--- src/rtl/bitop_pkg.sv ---
package bitop_pkg;

   localparam int OPC_W    = 8;
   localparam int SLOTS    = 8;
   localparam int SEL_W    = $clog2(SLOTS);
   localparam int REG_CNT  = SLOTS - 1;
   localparam logic [SEL_W-1:0] MEM_SLOT = 3'd6;
   localparam logic [SEL_W-1:0] ACC_SLOT = 3'd7;

   localparam int FLAG_W = 4;
   localparam int FZ = 3;
   localparam int FN = 2;
   localparam int FH = 1;
   localparam int FC = 0;

   typedef enum logic [1:0] {
      GRP_SHIFT = 2'b00,
      GRP_TEST  = 2'b01,
      GRP_CLR   = 2'b10,
      GRP_SET   = 2'b11
   } grp_e;

   typedef enum logic [2:0] {
      SK_ROLC = 3'd0,
      SK_RORC = 3'd1,
      SK_ROLT = 3'd2,
      SK_RORT = 3'd3,
      SK_SHL  = 3'd4,
      SK_ASR  = 3'd5,
      SK_NSW  = 3'd6,
      SK_LSR  = 3'd7
   } shk_e;

   typedef enum logic [1:0] {
      ST_IDLE,
      ST_MREAD,
      ST_MEXEC
   } seq_e;

   typedef struct packed {
      grp_e             grp;
      logic [2:0]       field;
      logic [SEL_W-1:0] slot;
      logic             short_a;
   } uop_t;

   function automatic logic grp_writes_data(input grp_e g);
      return g != GRP_TEST;
   endfunction

   function automatic logic grp_writes_flags(input grp_e g);
      return (g == GRP_SHIFT) || (g == GRP_TEST);
   endfunction

endpackage

--- src/rtl/bitop_decode.sv ---
module bitop_decode
   import bitop_pkg::*;
(
   input  logic [OPC_W-1:0] opcode,
   input  logic             acc_short,
   output uop_t             uop
);

   always_comb begin
      if (acc_short) begin
         uop.grp     = GRP_SHIFT;
         uop.field   = {1'b0, opcode[4:3]};
         uop.slot    = ACC_SLOT;
         uop.short_a = 1'b1;
      end else begin
         uop.grp     = grp_e'(opcode[7:6]);
         uop.field   = opcode[5:3];
         uop.slot    = opcode[2:0];
         uop.short_a = 1'b0;
      end
   end

endmodule

--- src/rtl/bitop_alu.sv ---
module bitop_alu
   import bitop_pkg::*;
#(
   parameter int DW = 8
)(
   input  uop_t              uop,
   input  logic [DW-1:0]     operand,
   input  logic              cin,
   output logic [DW-1:0]     res,
   output logic [FLAG_W-1:0] flags
);

   localparam int HALF = DW / 2;

   logic [DW-1:0] mask;
   logic [DW-1:0] shifted;
   logic          sh_c;
   logic          msb;
   logic          lsb;

   assign msb = operand[DW-1];
   assign lsb = operand[0];

   // one-hot bit mask decoded from the index field
   generate
      for (genvar i = 0; i < DW; i++) begin : g_mask
         assign mask[i] = (32'(uop.field) == i);
      end
   endgenerate

   always_comb begin
      shifted = operand;
      sh_c    = 1'b0;
      unique case (shk_e'(uop.field))
         SK_ROLC: begin shifted = {operand[DW-2:0], msb}; sh_c = msb; end
         SK_RORC: begin shifted = {lsb, operand[DW-1:1]}; sh_c = lsb; end
         SK_ROLT: begin shifted = {operand[DW-2:0], cin}; sh_c = msb; end
         SK_RORT: begin shifted = {cin, operand[DW-1:1]}; sh_c = lsb; end
         SK_SHL:  begin shifted = {operand[DW-2:0], 1'b0}; sh_c = msb; end
         SK_ASR:  begin shifted = {msb, operand[DW-1:1]}; sh_c = lsb; end
         SK_NSW:  begin shifted = {operand[HALF-1:0], operand[DW-1:HALF]}; sh_c = 1'b0; end
         SK_LSR:  begin shifted = {1'b0, operand[DW-1:1]}; sh_c = lsb; end
         default: begin shifted = operand; sh_c = 1'b0; end
      endcase
   end

   always_comb begin
      flags = '0;
      res   = operand;
      unique case (uop.grp)
         GRP_SHIFT: begin
            res       = shifted;
            flags[FZ] = !uop.short_a && (shifted == '0);
            flags[FC] = sh_c;
         end
         GRP_TEST: begin
            flags[FZ] = ~|(operand & mask);
            flags[FH] = 1'b1;
            flags[FC] = cin;
         end
         GRP_CLR: res = operand & ~mask;
         GRP_SET: res = operand | mask;
         default: res = operand;
      endcase
   end

endmodule

--- src/rtl/bitop_seq.sv ---
module bitop_seq
   import bitop_pkg::*;
#(
   parameter int DW = 8,
   parameter int AW = 16
)(
   input  logic              clk,
   input  logic              rst_n,
   input  logic              start,
   input  uop_t              live_uop,
   input  logic              carry_in,
   input  logic [AW-1:0]     hl,
   input  logic [DW-1:0]     alu_res,
   input  logic [FLAG_W-1:0] alu_flags,
   output logic              busy,
   output uop_t              held_uop,
   output logic              held_c,
   output logic              done,
   output logic [DW-1:0]     out_data,
   output logic              reg_we,
   output logic [SEL_W-1:0]  reg_sel,
   output logic              flags_we,
   output logic [FLAG_W-1:0] flags_out,
   output logic              mem_rd,
   output logic              mem_wr,
   output logic [AW-1:0]     mem_addr
);

   seq_e state;

   assign busy = (state != ST_IDLE);

   always_ff @(posedge clk or negedge rst_n) begin
      if (!rst_n) begin
         state     <= ST_IDLE;
         held_uop  <= '0;
         held_c    <= 1'b0;
         done      <= 1'b0;
         out_data  <= '0;
         reg_we    <= 1'b0;
         reg_sel   <= '0;
         flags_we  <= 1'b0;
         flags_out <= '0;
         mem_rd    <= 1'b0;
         mem_wr    <= 1'b0;
         mem_addr  <= '0;
      end else begin
         done     <= 1'b0;
         reg_we   <= 1'b0;
         flags_we <= 1'b0;
         mem_rd   <= 1'b0;
         mem_wr   <= 1'b0;
         unique case (state)
            ST_IDLE: begin
               if (start) begin
                  held_uop <= live_uop;
                  held_c   <= carry_in;
                  reg_sel  <= live_uop.slot;
                  if (live_uop.slot == MEM_SLOT) begin
                     state    <= ST_MREAD;
                     mem_rd   <= 1'b1;
                     mem_addr <= hl;
                  end else begin
                     done      <= 1'b1;
                     out_data  <= alu_res;
                     flags_out <= alu_flags;
                     reg_we    <= grp_writes_data(live_uop.grp);
                     flags_we  <= grp_writes_flags(live_uop.grp);
                  end
               end
            end
            ST_MREAD: state <= ST_MEXEC;
            ST_MEXEC: begin
               state     <= ST_IDLE;
               done      <= 1'b1;
               out_data  <= alu_res;
               flags_out <= alu_flags;
               flags_we  <= grp_writes_flags(held_uop.grp);
               mem_wr    <= grp_writes_data(held_uop.grp);
            end
            default: state <= ST_IDLE;
         endcase
      end
   end

endmodule

--- src/rtl/bitop_unit.sv ---
module bitop_unit
   import bitop_pkg::*;
#(
   parameter int DW = 8,
   parameter int AW = 16
)(
   input  logic                 clk,
   input  logic                 rst_n,
   input  logic                 start,
   input  logic [OPC_W-1:0]     opcode,
   input  logic                 acc_short,
   input  logic [REG_CNT*DW-1:0] regs_in,
   input  logic [AW-1:0]        hl,
   input  logic                 carry_in,
   input  logic [DW-1:0]        mem_rdata,
   output logic                 busy,
   output logic                 done,
   output logic [DW-1:0]        out_data,
   output logic                 reg_we,
   output logic [SEL_W-1:0]     reg_sel,
   output logic                 flags_we,
   output logic [FLAG_W-1:0]    flags_out,
   output logic                 mem_rd,
   output logic                 mem_wr,
   output logic [AW-1:0]        mem_addr
);

   generate
      if (DW < 8 || (DW % 2) != 0) begin : g_bad_dw
         $error("bitop_unit: DW must be even and at least 8");
      end
      if (AW < 1) begin : g_bad_aw
         $error("bitop_unit: AW must be positive");
      end
   endgenerate

   uop_t              live_uop;
   uop_t              held_uop;
   uop_t              alu_uop;
   logic              held_c;
   logic              alu_cin;
   logic [DW-1:0]     alu_operand;
   logic [DW-1:0]     alu_res;
   logic [FLAG_W-1:0] alu_flags;
   logic [DW-1:0]     slot_val [SLOTS];

   // operand slots: registers in lanes, memory data on the memory code
   generate
      for (genvar g = 0; g < SLOTS; g++) begin : g_slot
         if (g == int'(MEM_SLOT)) begin : g_mem
            assign slot_val[g] = mem_rdata;
         end else if (g < int'(MEM_SLOT)) begin : g_lo
            assign slot_val[g] = regs_in[g*DW +: DW];
         end else begin : g_hi
            assign slot_val[g] = regs_in[(g-1)*DW +: DW];
         end
      end
   endgenerate

   bitop_decode u_decode (
      .opcode    (opcode),
      .acc_short (acc_short),
      .uop       (live_uop)
   );

   assign alu_uop     = busy ? held_uop : live_uop;
   assign alu_cin     = busy ? held_c : carry_in;
   assign alu_operand = slot_val[alu_uop.slot];

   bitop_alu #(.DW(DW)) u_alu (
      .uop     (alu_uop),
      .operand (alu_operand),
      .cin     (alu_cin),
      .res     (alu_res),
      .flags   (alu_flags)
   );

   bitop_seq #(.DW(DW), .AW(AW)) u_seq (
      .clk       (clk),
      .rst_n     (rst_n),
      .start     (start),
      .live_uop  (live_uop),
      .carry_in  (carry_in),
      .hl        (hl),
      .alu_res   (alu_res),
      .alu_flags (alu_flags),
      .busy      (busy),
      .held_uop  (held_uop),
      .held_c    (held_c),
      .done      (done),
      .out_data  (out_data),
      .reg_we    (reg_we),
      .reg_sel   (reg_sel),
      .flags_we  (flags_we),
      .flags_out (flags_out),
      .mem_rd    (mem_rd),
      .mem_wr    (mem_wr),
      .mem_addr  (mem_addr)
   );

endmodule

--- config.mk ---
export PLATFORM = sky130hd
export DESIGN_NAME = bitop_unit
export DESIGN_NICKNAME = d
export VERILOG_FILES = /design/src/rtl/bitop_pkg.sv /design/src/rtl/bitop_decode.sv /design/src/rtl/bitop_alu.sv /design/src/rtl/bitop_seq.sv /design/src/rtl/bitop_unit.sv
export SDC_FILE = /design/constraint.sdc
export NUM_CORES = 1
export LEC_CHECK = 0
export BUFFER_PORTS_ARGS = -buffer_cell sky130_fd_sc_hd__buf_2
export CAP_MARGIN = 10
export CORE_MARGIN = 3
export CORE_UTILIZATION = 35
export DETAILED_ROUTE_END_ITERATION = 8
export HOLD_SLACK_MARGIN = 0.05
export SYNTH_ARGS = -nofsm -noshare
export SYNTH_HDL_FRONTEND = slang
export SYNTH_SLANG_ARGS = --single-unit
export TNS_END_PERCENT = 30
--- constraint.sdc ---
create_clock -name clk -period 4.5 [get_ports clk]
set_input_delay 0.675 -clock clk [delete_from_list [all_inputs] [get_ports clk]]
set_output_delay 0.675 -clock clk [all_outputs]
set_load 0.005 [all_outputs]
======== Word level (Yosys, flattened, before mapping) ========
Cells that the tools add are included.
operators by class
  reduce and logical (&&, ||, !) cells .... 20
  $lt $le $gt $ge ......................... 1
  bitwise gates (word level) .............. 5
  equal/unequal tests ..................... 20
  multiplexer cells ....................... 34
operators by type and width
  operator                                               count
  one-hot mux 8 bit (8 select lines)                     1
  2-to-1 mux 8 bit                                       4
  binary-select mux 8 bit (select 3 bit)                 1
  one-hot mux 8 bit (3 select lines)                     1
  2-to-1 mux 9 bit                                       2
  AND 8 bit                                              2
  one-hot mux 8 bit (2 select lines)                     1
  equality test 3 bit, second input constant             5
  2-to-1 mux 1 bit                                       13
  equality test 2 x 1 -> 1 bit, second input constant    4
  logical NOT 2 bit                                      4
  logical NOT 8 bit                                      1
  2-to-1 mux 4 bit                                       2
  inverter 8 bit                                         1
  bitwise OR 8 bit                                       1
  one-hot mux 1 bit (2 select lines)                     4
  one-hot mux 4 bit (2 select lines)                     1
  OR reduction 8 bit                                     1
  equality test 2 bit, second input constant             3
  equality test 3 x 2 -> 1 bit, second input constant    2
  inequality test 2 x 1 -> 1 bit, second input constant  3
  AND reduction 3 bit                                    2
  >= comparator 4 bit, second input constant             1
  2-to-1 mux 2 bit                                       2
  13 further kinds                                       18
storage, ports and cells
  bits of input ports ..................... 93
  flip-flop bits (word level) ............. 45

======== Logic depth before layout (Yosys ltp) ========
Gate-level depths: netlist of the first run.
  depth after elaboration ................. 13
  mapped depth ............................ 13
  mapped depth without buffers ............ 10

======== Cells and area by module ========
Synthesis of the first run repeated with hierarchy kept, for this count alone.
unflattened totals
  cells, all modules ...................... 379
  area total of the unflattened synthesis .. 3554.7 um^2
modules (own cells, without submodules)
  module        area an instance (um^2)  cells an instance  sequential area each (um^2)  times used
  bitop_seq     1813.0                   109                1126.1                       1
  bitop_unit    948.4                    150                0.0                          1
  bitop_alu     733.2                    111                0.0                          1
  bitop_decode  60.1                     9                  0.0                          1

======== Least setup slack after synthesis of the first run ========
No wires, ideal clock.
  path kind ............................... in2reg
  from .................................... input port acc_short
  to ...................................... register u_seq.flags_out[3]
  path slack .............................. 1.513 ns
  stages .................................. 11
  required time ........................... 4.382 ns
  arrival ................................. 2.868 ns
  path through ............................ buf_6 -> or4_4 -> o21a_1 -> buf_6 -> buf_6 -> mux2i_1 -> a221oi_1 -> a211oi_1 -> nor3_1 -> nor4b_2 -> a21o_1
between the ends
  cells in the longest elaborated chain, start to end .. 13
  elaborated cells on any way between the ends .. 30
  classes of those cells .................. eq/ne (10); mux (10); bitwise (2); reduce/logical (8)
ends and longest elaborated chain
  element                                                                 RTL line                          RTL
  from (decl)                                                             bitop_unit.sv:11                  input logic acc_short,
  2-to-1 mux 9 bit (*)                                                    bitop_decode.sv:10                if (acc_short) begin
  2-to-1 mux 9 bit                                                        bitop_unit.sv:66                  assign alu_uop = busy ? held_uop : live_uop;
  inverter 3 -> 4 bit (implied by the code)                               bitop_unit.sv:68                  assign alu_operand = slot_val[alu_uop.slot];
  binary-select mux 8 bit (select 3 bit)                                  bitop_unit.sv:68
  2-to-1 mux 8 bit (implied by the code) (2 in series)                    bitop_unit.sv:68
  one-hot mux 8 bit (8 select lines) / AND 8 bit (equally long branches)  bitop_alu.sv:34, bitop_alu.sv:57
  logical NOT 8 bit / OR reduction 8 bit (equally long branches)          bitop_alu.sv:53, bitop_alu.sv:57
  logical AND 1 bit / logical NOT 1 bit (equally long branches)           bitop_alu.sv:53, bitop_alu.sv:57
  one-hot mux 1 bit (2 select lines)                                      bitop_alu.sv:50                   unique case (uop.grp)
  2-to-1 mux 4 bit                                                        bitop_seq.sv:59                   if (live_uop.slot == MEM_SLOT) begin
  2-to-1 mux 4 bit                                                        bitop_seq.sv:55                   if (start) begin
  one-hot mux 4 bit (2 select lines)                                      bitop_seq.sv:53                   unique case (state)
  to (signal assigned)                                                    bitop_seq.sv:66                   flags_out <= alu_flags;
  to (signal assigned)                                                    bitop_seq.sv:77                   flags_out <= alu_flags;
  to (decl)                                                               bitop_seq.sv:23                   output logic [FLAG_W-1:0] flags_out,
Every way passes the cells marked *; elsewhere a longest branch is shown, timed or not. The select of a mux whose other input is x is not followed.
A chain may end at the register's enable or synchronous reset.

======== Worst setup path in the final report of the first run ========
  from .................................... input port acc_short
  to ...................................... register u_seq.out_data[0]
between the ends
  cells in the longest elaborated chain, start to end .. 11
  elaborated cells on any way between the ends .. 28
  classes of those cells .................. eq/ne (11); mux (10); bitwise (4); reduce/logical (3)
ends and longest elaborated chain
  element                                                     RTL line            RTL
  2-to-1 mux 9 bit (*)                                        bitop_decode.sv:10
  2-to-1 mux 9 bit                                            bitop_unit.sv:66
  inverter 3 -> 4 bit (implied by the code)                   bitop_unit.sv:68
  binary-select mux 8 bit (select 3 bit)                      bitop_unit.sv:68
  2-to-1 mux 8 bit (implied by the code) (2 in series)        bitop_unit.sv:68
  one-hot mux 8 bit (8 select lines) (tied with other cells)  bitop_alu.sv:34     unique case (shk_e'(uop.field))
  one-hot mux 8 bit (3 select lines)                          bitop_alu.sv:50
  2-to-1 mux 8 bit                                            bitop_seq.sv:59
  2-to-1 mux 8 bit                                            bitop_seq.sv:55
  one-hot mux 8 bit (2 select lines)                          bitop_seq.sv:53
  to (signal assigned)                                        bitop_seq.sv:65     out_data <= alu_res;
  to (signal assigned)                                        bitop_seq.sv:76     out_data <= alu_res;
  to (decl)                                                   bitop_seq.sv:19     output logic [DW-1:0] out_data,
Marked as above.

==> key figures, run 1 <==
Status
  • Outcome: finished, final reports clean

Min path
  • Hold depth: 1
  • Min-Delay Path Class: reg -> reg

Power and ir drop
  • Leak: 1.77 nW
  • Internal: 0.000826 W
  • Total net switching power: 0.000368 W
  • Clock power share: 27.1%
  • Cell Pwr Density: 319 mW/mm^2
  • Sw frac: 30.8%
  • Sequential share of power: 41.4%
  • Comb power frac: 31.4%
  • VDD IR max: 0.188 mV

STA
  • Hold Fails Final Rpt: 0
  • Clk_skew: 0.00668 ns
  • Tmin final: 3.64 ns
  • Max-slew violations: 0
  • Total negative slack: 0 ns
  • RSZ-0062 raised after global routing: false
  • Slew @ Worst Pin: 0.982 ns
  • Final Cycle Share: 80.9%
  • Fmax: 275 MHz
  • Final hold slack: 0.486 ns
  • Max-slew headroom: 33.2%
  • Setup WS post-layout: 0.861 ns
  • Finish-stage setup viols: 0

Drt
  • DRC: 0
  • Vias: 2,810
  • Total routed wirelength: 8.76 mm
  • Initial detailed-routing violation count: 197
  • Via/cell ratio: 5.33
  • DR WL/cell: 16.6 um
  • Final ANT Viol Nets: 0
  • Detailed Routing Iterations Pass 1: 4

Cells and area
  • Post-route cell area: 0.00374 sq mm
  • Final #Nets: 517
  • Antenna diodes: 0
  • Fill count: 789
  • Syn-to-layout area delta: 27.1%
  • Fraction of layout cells with a size suffix above 1: 43.8%

Global routing
  • All-Layer GR Usage: 18.2%
  • Initial antenna violation count: 0
  • Largest net degree at the start of global routing: 45
  • First-pass GRT wire length: 14.4 mm
  • Vias in the first global route: 2,866
  • GRT overflow: 0

Clock network
  • H-Tree Depth: 2
  • Post-CTS sizing: 0
  • Inserted Clock Buffers: 5
  • Clk buf depth: 2
  • CTS sink cnt: 44
  • Clock transition at path regs: 0.09 ns
  • Hold buffers post-CTS: 0
  • Setup Fix Bufs, Post-CTS: 0
  • Root buffer cell: clkbuf_8
  • Clk Latency, worst-skew pair: 0.30 ns
  • TritonCTS clock tree: yes

Synthesis
  • Asr flop ratio synth: 100%
  • #FFs+latches synth: 44
  • Synth top area share: 37.4%
  • Mapped Avg Cell Area: 9.72 sq um
  • Unique masters post-synth: 51
  • Count leader, synth: dfrtp_1
  • Post-Synthesis Cells: 303
  • Top cells by area, synth: dfrtp_1, mux2_2, mux2i_1
  • Most instantiated cells after synthesis: dfrtp_1, nand2_1, nor2_1, mux2_2
  • Seq/Total Area, Yosys: 37.4%
  • Area leader, netlist: dfrtp_1
  • Top_reg_cell synth: dfrtp_1
  • Syn Std Cell Area: 0.00294 sq mm
  • Number of synthesized flops with an enable pin: 0
  • Post-synth net total: 396
  • Warnings from Yosys: 0

Critical path
  • Crit path kind: in -> reg
  • CP Capture Type: flip-flop
  • Largest stage delay, worst path: 0.75 ns
  • CP arrival: 3.86 ns
  • CP Cell Sequence: buf_2 > or4_4 > o21a_1 > mux2_1 > o22ai_1 > a221oi_1 > a211oi_1 > nor3_1 > a221oi_1 > a21oi_1
  • Cell depth of the worst flop-to-flop path: 9
  • CP Launch Type: input pin
  • WP data required: 4.72 ns
  • Most common cell on crit path: a221oi_1
  • Crit path max-delay cell type: a221oi_1
  • Crit-path max FO: 19

Placement
  • DPL Wire Length: 6.82 mm
  • GP Congestion: 0.945
  • Placed inst area: 0.00362 sq mm
  • I/O Buffers: 128
  • Dpl ws: 0.596 ns

Floorplan
  • Die width: 97.7 um
  • Rows: 32
  • # IOs: 130
  • Die Ht: 97.7 um
  • Initial Util: 37.1%
  • Die area: 0.00955 sq mm
  • Core area: 0.00793 sq mm

Run
  • Max-Cap Viols: 0
[power by group through the flow]
stage	combinational [W]	clock (W)	sequential, W
global route	0.000417	0.000349	0.000505
detailed placement	0.000378	0	0.000503
finish	0.000376	0.000324	0.000495
global placement	0.000380	0	0.000501
floorplan	0.000219	0	0.000506
CTS	0.000380	0.000333	0.000496
[registers in the layout, summed over array words and instances (netlist names)]
| register | flops |
|---|---|
| u_seq.mem_wr | 1 |
| u_seq.mem_rd | 1 |
| u_seq.held_uop | 6 |
| u_seq.flags_we | 1 |
| u_seq.mem_addr | 16 |
| u_seq.reg_we | 1 |
| u_seq.out_data | 8 |
| u_seq.held_c | 1 |
| u_seq.state | 2 |
| u_seq.flags_out | 3 |
| u_seq.done | 1 |
| u_seq.reg_sel | 3 |
[per-stage QoR]
step | utilization (%) | cells | total power, W
after global placement | 45.7 | 519 | 0.000881
after detailed placement | 45.7 | 519 | 0.000880
after global routing | 47.2 | 527 | 0.00127
after floorplan | - | 303 | 0.000726
after CTS | 47.2 | 527 | 0.00121
final | 47.2 | 527 | 0.00119
[path summary, 6_finish.rpt]
kind | startpoint | end | slack (ns)
worst max register to register | u_seq.state[1] | u_seq.out_data[0] | 0.88
worst max-delay path | acc_short | u_seq.out_data[0] | 0.86
worst min-delay path | u_seq.held_uop[7] | u_seq.mem_wr | 0.49
worst min register to register | u_seq.held_uop[7] | u_seq.mem_wr | 0.49
min in group asynchronous | rst_n | u_seq.out_data[3] | 0.53
max in group asynchronous | rst_n | u_seq.held_uop[4] | 3.37
[routing by layer]
metal / vias to the layer above / wire [um] / track usage (%)
met4: 0 / 99 / 4.58
li1: 1354 / - / -
met5: - / 0 / 0
met2: 150 / 4010 / 30.0
met1: 1295 / 3750 / 23.7
met3: 11 / 898 / 5.03
[worst max-delay path: cells and delay by family]
family,cells,cell delay (ns)
muxes,1,0.35
AOI/OAI and AO/OA,6,1.75
and+or+nand+nor,2,0.92
buffers and inverters,1,0.17
[placed cells by master (no fill, tap or decap), types with 2 or more instances in the layout]
master	netlist	final
mux2_2	26	26
nand3_1	5	5
mux2i_4	2	2
o21a_1	6	6
nor3_1	4	4
mux4_2	6	6
mux2i_1	17	16
nand2_1	33	33
a221oi_1	5	5
inv_1	7	7
a41oi_1	2	2
o21ai_2	2	2
o21ai_0	20	20
o21ai_1	5	5
o2111ai_1	6	6
dfrtp_1	44	44
o211ai_1	3	3
o22ai_1	3	3
or4_4	2	2
nor2_1	33	33
buf_2	2	128
nand2b_1	3	3
a21oi_1	20	20
clkbuf_8	0	6
buf_4	5	4
mux2_1	3	3
mux2i_2	1	2
a211oi_1	5	5
[area by class of cell]
cell class	instances	area, sq um	share of cell area (%)
multi-input combinational	232	1690	45.1
clock inverter	2	38.8	1.04
inverter	9	33.8	0.903
sequential	44	1100	29.4
clock buffer	6	82.6	2.21
timing repair buffer	132	671	17.9
tap	102	128	3.41
[logic make-up (layout without fill, tap and decap cells)]
family / after synthesis / count (layout) / share of synthesized area [%]
DFF: 44 / 44 / 37.4
AOI/OAI and AO/OA: 89 / 89 / 20.1
buffers and inverters: 27 / 149 / 5.44
and+or+nand+nor: 87 / 87 / 13.5
muxes: 55 / 55 / 23.5
other: 1 / 1 / 0.127
Power figures use the tool's default switching activity.
==> run 2, diff against run 1 <==
Settings changed: ABC_AREA set to 1.
Clock period 4.5 ns to 3.03 ns, I/O delays scaled along.
==> run 2 against run 1 <==
Via count grew 28%. Area after synthesis grew 9.7%. Final cell count up 35%. Worst setup slack worse by 0.45 ns. Core utilization shrank 1.7 points. Largest cell class unchanged. Highest routed layer unchanged.
==> key figures, run 2 <==
STA
  • Slew @ Worst Pin: 0.978 ns
  • Max-slew headroom: 34.8%
  • RSZ-0062 raised after global routing: false
  • Finish-stage setup viols: 0
  • Total negative slack: 0 ns
  • Final Cycle Share: 86.5%
  • Hold Fails Final Rpt: 0
  • Max-slew violations: 0
  • Clk_skew: 0.00676 ns
  • Tmin final: 2.62 ns
  • Setup WS post-layout: 0.410 ns
  • Fmax: 382 MHz

Synthesis
  • Asr flop ratio synth: 100%
  • Most instantiated cells after synthesis: nand2_1, nand3_1, dfrtp_1, inv_1, nor2_1
  • Mapped Avg Cell Area: 6.70 sq um
  • Top_reg_cell synth: dfrtp_1
  • Post-Synthesis Cells: 482
  • #FFs+latches synth: 44
  • Area leader, netlist: dfrtp_1
  • Count leader, synth: nand2_1
  • Synth top area share: 34.1%
  • Post-synth net total: 575
  • Warnings from Yosys: 0
  • Number of synthesized flops with an enable pin: 0
  • Unique masters post-synth: 35
  • Seq/Total Area, Yosys: 34.1%
  • Top cells by area, synth: dfrtp_1, nand2_1, nand3_1
  • Syn Std Cell Area: 0.00323 sq mm

Placement
  • GP Congestion: 0.924
  • Placed inst area: 0.00390 sq mm
  • Dpl ws: 0.251 ns
  • DPL Wire Length: 7.79 mm
  • I/O Buffers: 128

Drt
  • Total routed wirelength: 9.92 mm
  • Vias: 3,601
  • DR WL/cell: 14.0 um
  • DRC: 0
  • Initial detailed-routing violation count: 214
  • Via/cell ratio: 5.08
  • Final ANT Viol Nets: 0
  • Detailed Routing Iterations Pass 1: 4

Clock network
  • Clk Latency, worst-skew pair: 0.30 ns
  • CTS sink cnt: 44
  • Root buffer cell: clkbuf_8
  • Inserted Clock Buffers: 5
  • H-Tree Depth: 2
  • Clk buf depth: 2
  • Clock transition at path regs: 0.09 ns
  • TritonCTS clock tree: yes
  • Setup Fix Bufs, Post-CTS: 0

Cells and area
  • Top Registers: u_seq.mem_addr: 16 flops, u_seq.out_data: 8 flops, u_seq.held_uop: 6 flops
  • Most frequent cells in the layout: nand2_1, buf_2, nand3_1, dfrtp_1, inv_1
  • Final #Nets: 693
  • Syn-to-layout area delta: 24.6%
  • Commonest non-fill, non-tap cell in the layout: nand2_1
  • Top reg by flops: u_seq.mem_addr
  • Fill count: 964
  • Max reg flops: 16
  • Post-route cell area: 0.00402 sq mm
  • Fraction of layout cells with a size suffix above 1: 30.8%
  • Antenna diodes: 0

Critical path
  • Crit path kind: reg -> reg
  • WP data required: 3.26 ns
  • Crit path max-delay cell type: dfrtp_1
  • Cell depth of the worst flop-to-flop path: 13
  • CP arrival: 2.85 ns
  • CP Cell Sequence: nor2_8 > nand2_4 > nand2_4 > nand2_1 > nand3_1 > nand3_1 > nand3_1 > nand2_1 > nor2_2 > nand2_1 > nor2_1 > nand3_1 > a21oi_2
  • Largest stage delay, worst path: 0.48 ns
  • Crit-path max FO: 32
  • CP Capture Type: flip-flop
  • Worst Setup EP: u_seq.flags_out[3]
  • CP Launch Type: flip-flop
  • Critical R2R Capture: u_seq.flags_out[3]
  • Most common cell on crit path: nand3_1
  • Setup crit start: u_seq.state[1]
  • R2R Setup Slk: 0.41 ns
  • Critical R2R Launch: u_seq.state[1]

Floorplan
  • Die width: 102 um
  • Rows: 34
  • Die area: 0.0104 sq mm
  • Initial Util: 36.5%
  • # IOs: 130
  • Core area: 0.00885 sq mm
  • Die Ht: 102 um

Power and ir drop
  • Leak: 2.24 nW
  • VDD IR max: 0.220 mV
  • Cell Pwr Density: 448 mW/mm^2

Global routing
  • Largest net degree at the start of global routing: 45
  • First-pass GRT wire length: 16.2 mm
  • All-Layer GR Usage: 19.1%
  • Vias in the first global route: 3,416
  • GRT overflow: 0
  • Initial antenna violation count: 0

Status
  • Outcome: finished, final reports clean

Min path
  • Min-Delay Path Class: in -> async

Run
  • Max-Cap Viols: 0
==> run 2: changes by cell type after synthesis, sizes merged, moves of 4 or more <==
cell and change:
mux2 -29, mux4 -6, o2111ai -6, buf +5
nand2 +140, nand3 +82, mux2i -20, a211oi -4
inv +37, a221oi -5, o21a -7, o21ai +9
nand3b +7
==> run 2: layout make-up <==
| cell class | count | area (sq um) | share of cell area, % |
|---|---|---|---|
| Timing Repair Buffer | 134 | 686 | 17.0 |
| Clock inverter | 2 | 38.8 | 0.964 |
| Tap cell | 108 | 135 | 3.36 |
| Clock buffer | 6 | 82.6 | 2.05 |
| Sequential cell | 44 | 1100 | 27.4 |
| Inverter | 45 | 171 | 4.26 |
| Multi-Input combinational cell | 370 | 1810 | 44.9 |
==> run 2: timing repair <==
item	CTS	global route
hold buffers	0	0
setup endpoints to repair	0	16
gates resized for setup	0	1
==> run 2: routing by layer <==
layer / GRT usage [%] / wire (um) / vias up
met2: 32.5 / 4890 / 88
li1: - / - / 1802
met5: 0 / 0 / -
met4: 3.53 / 113 / 0
met3: 2.94 / 416 / 14
met1: 26.1 / 4510 / 1697
==> run 2: worst min path at each step <==
stage	startpoint	to	cells past startpoint
after global placement	u_seq.mem_addr[8]	u_seq.mem_addr[8]	2
after floorplan	rst_n	u_seq.done	0
final	rst_n	u_seq.out_data[6]	1
after CTS	rst_n	u_seq.out_data[6]	1
after global routing	hl[8]	u_seq.mem_addr[8]	3
after detailed placement	u_seq.mem_addr[7]	u_seq.mem_addr[7]	2
==> run 2: where the power goes <==
group          internal, W  switching (W)
Combinational     0.000237       0.000352
Sequential        0.000679      0.0000495
Clock             0.000270       0.000213
Total              0.00119       0.000614
==> run 2: critical path: cells and delay by family, from the launching register on <==
family          cells  cell delay, ns
flops               1            0.48
simple gates       12            1.95
compound gates      1            0.12
==> run 2: stage by stage <==
step,std cells,hold WS (ns),power (W),util (%)
2_1_floorplan,482,0.159,0.00109,-
3_3_place_gp,701,0.457,0.00133,44.1
3_5_place_dp,701,0.458,0.00133,44.1
4_1_cts,709,0.338,0.00182,45.4
5_1_grt,709,0.341,0.00194,45.5
6_report,709,0.299,0.00180,45.5
==> run 2: logic make-up after synthesis <==
group / Yosys count / synth area share, %
and+or+nand+nor: 305 / 43.3
buffers and inverters: 68 / 10.0
AOI/OAI and AO/OA: 64 / 12.5
DFF: 44 / 34.1
other: 1 / 0.116
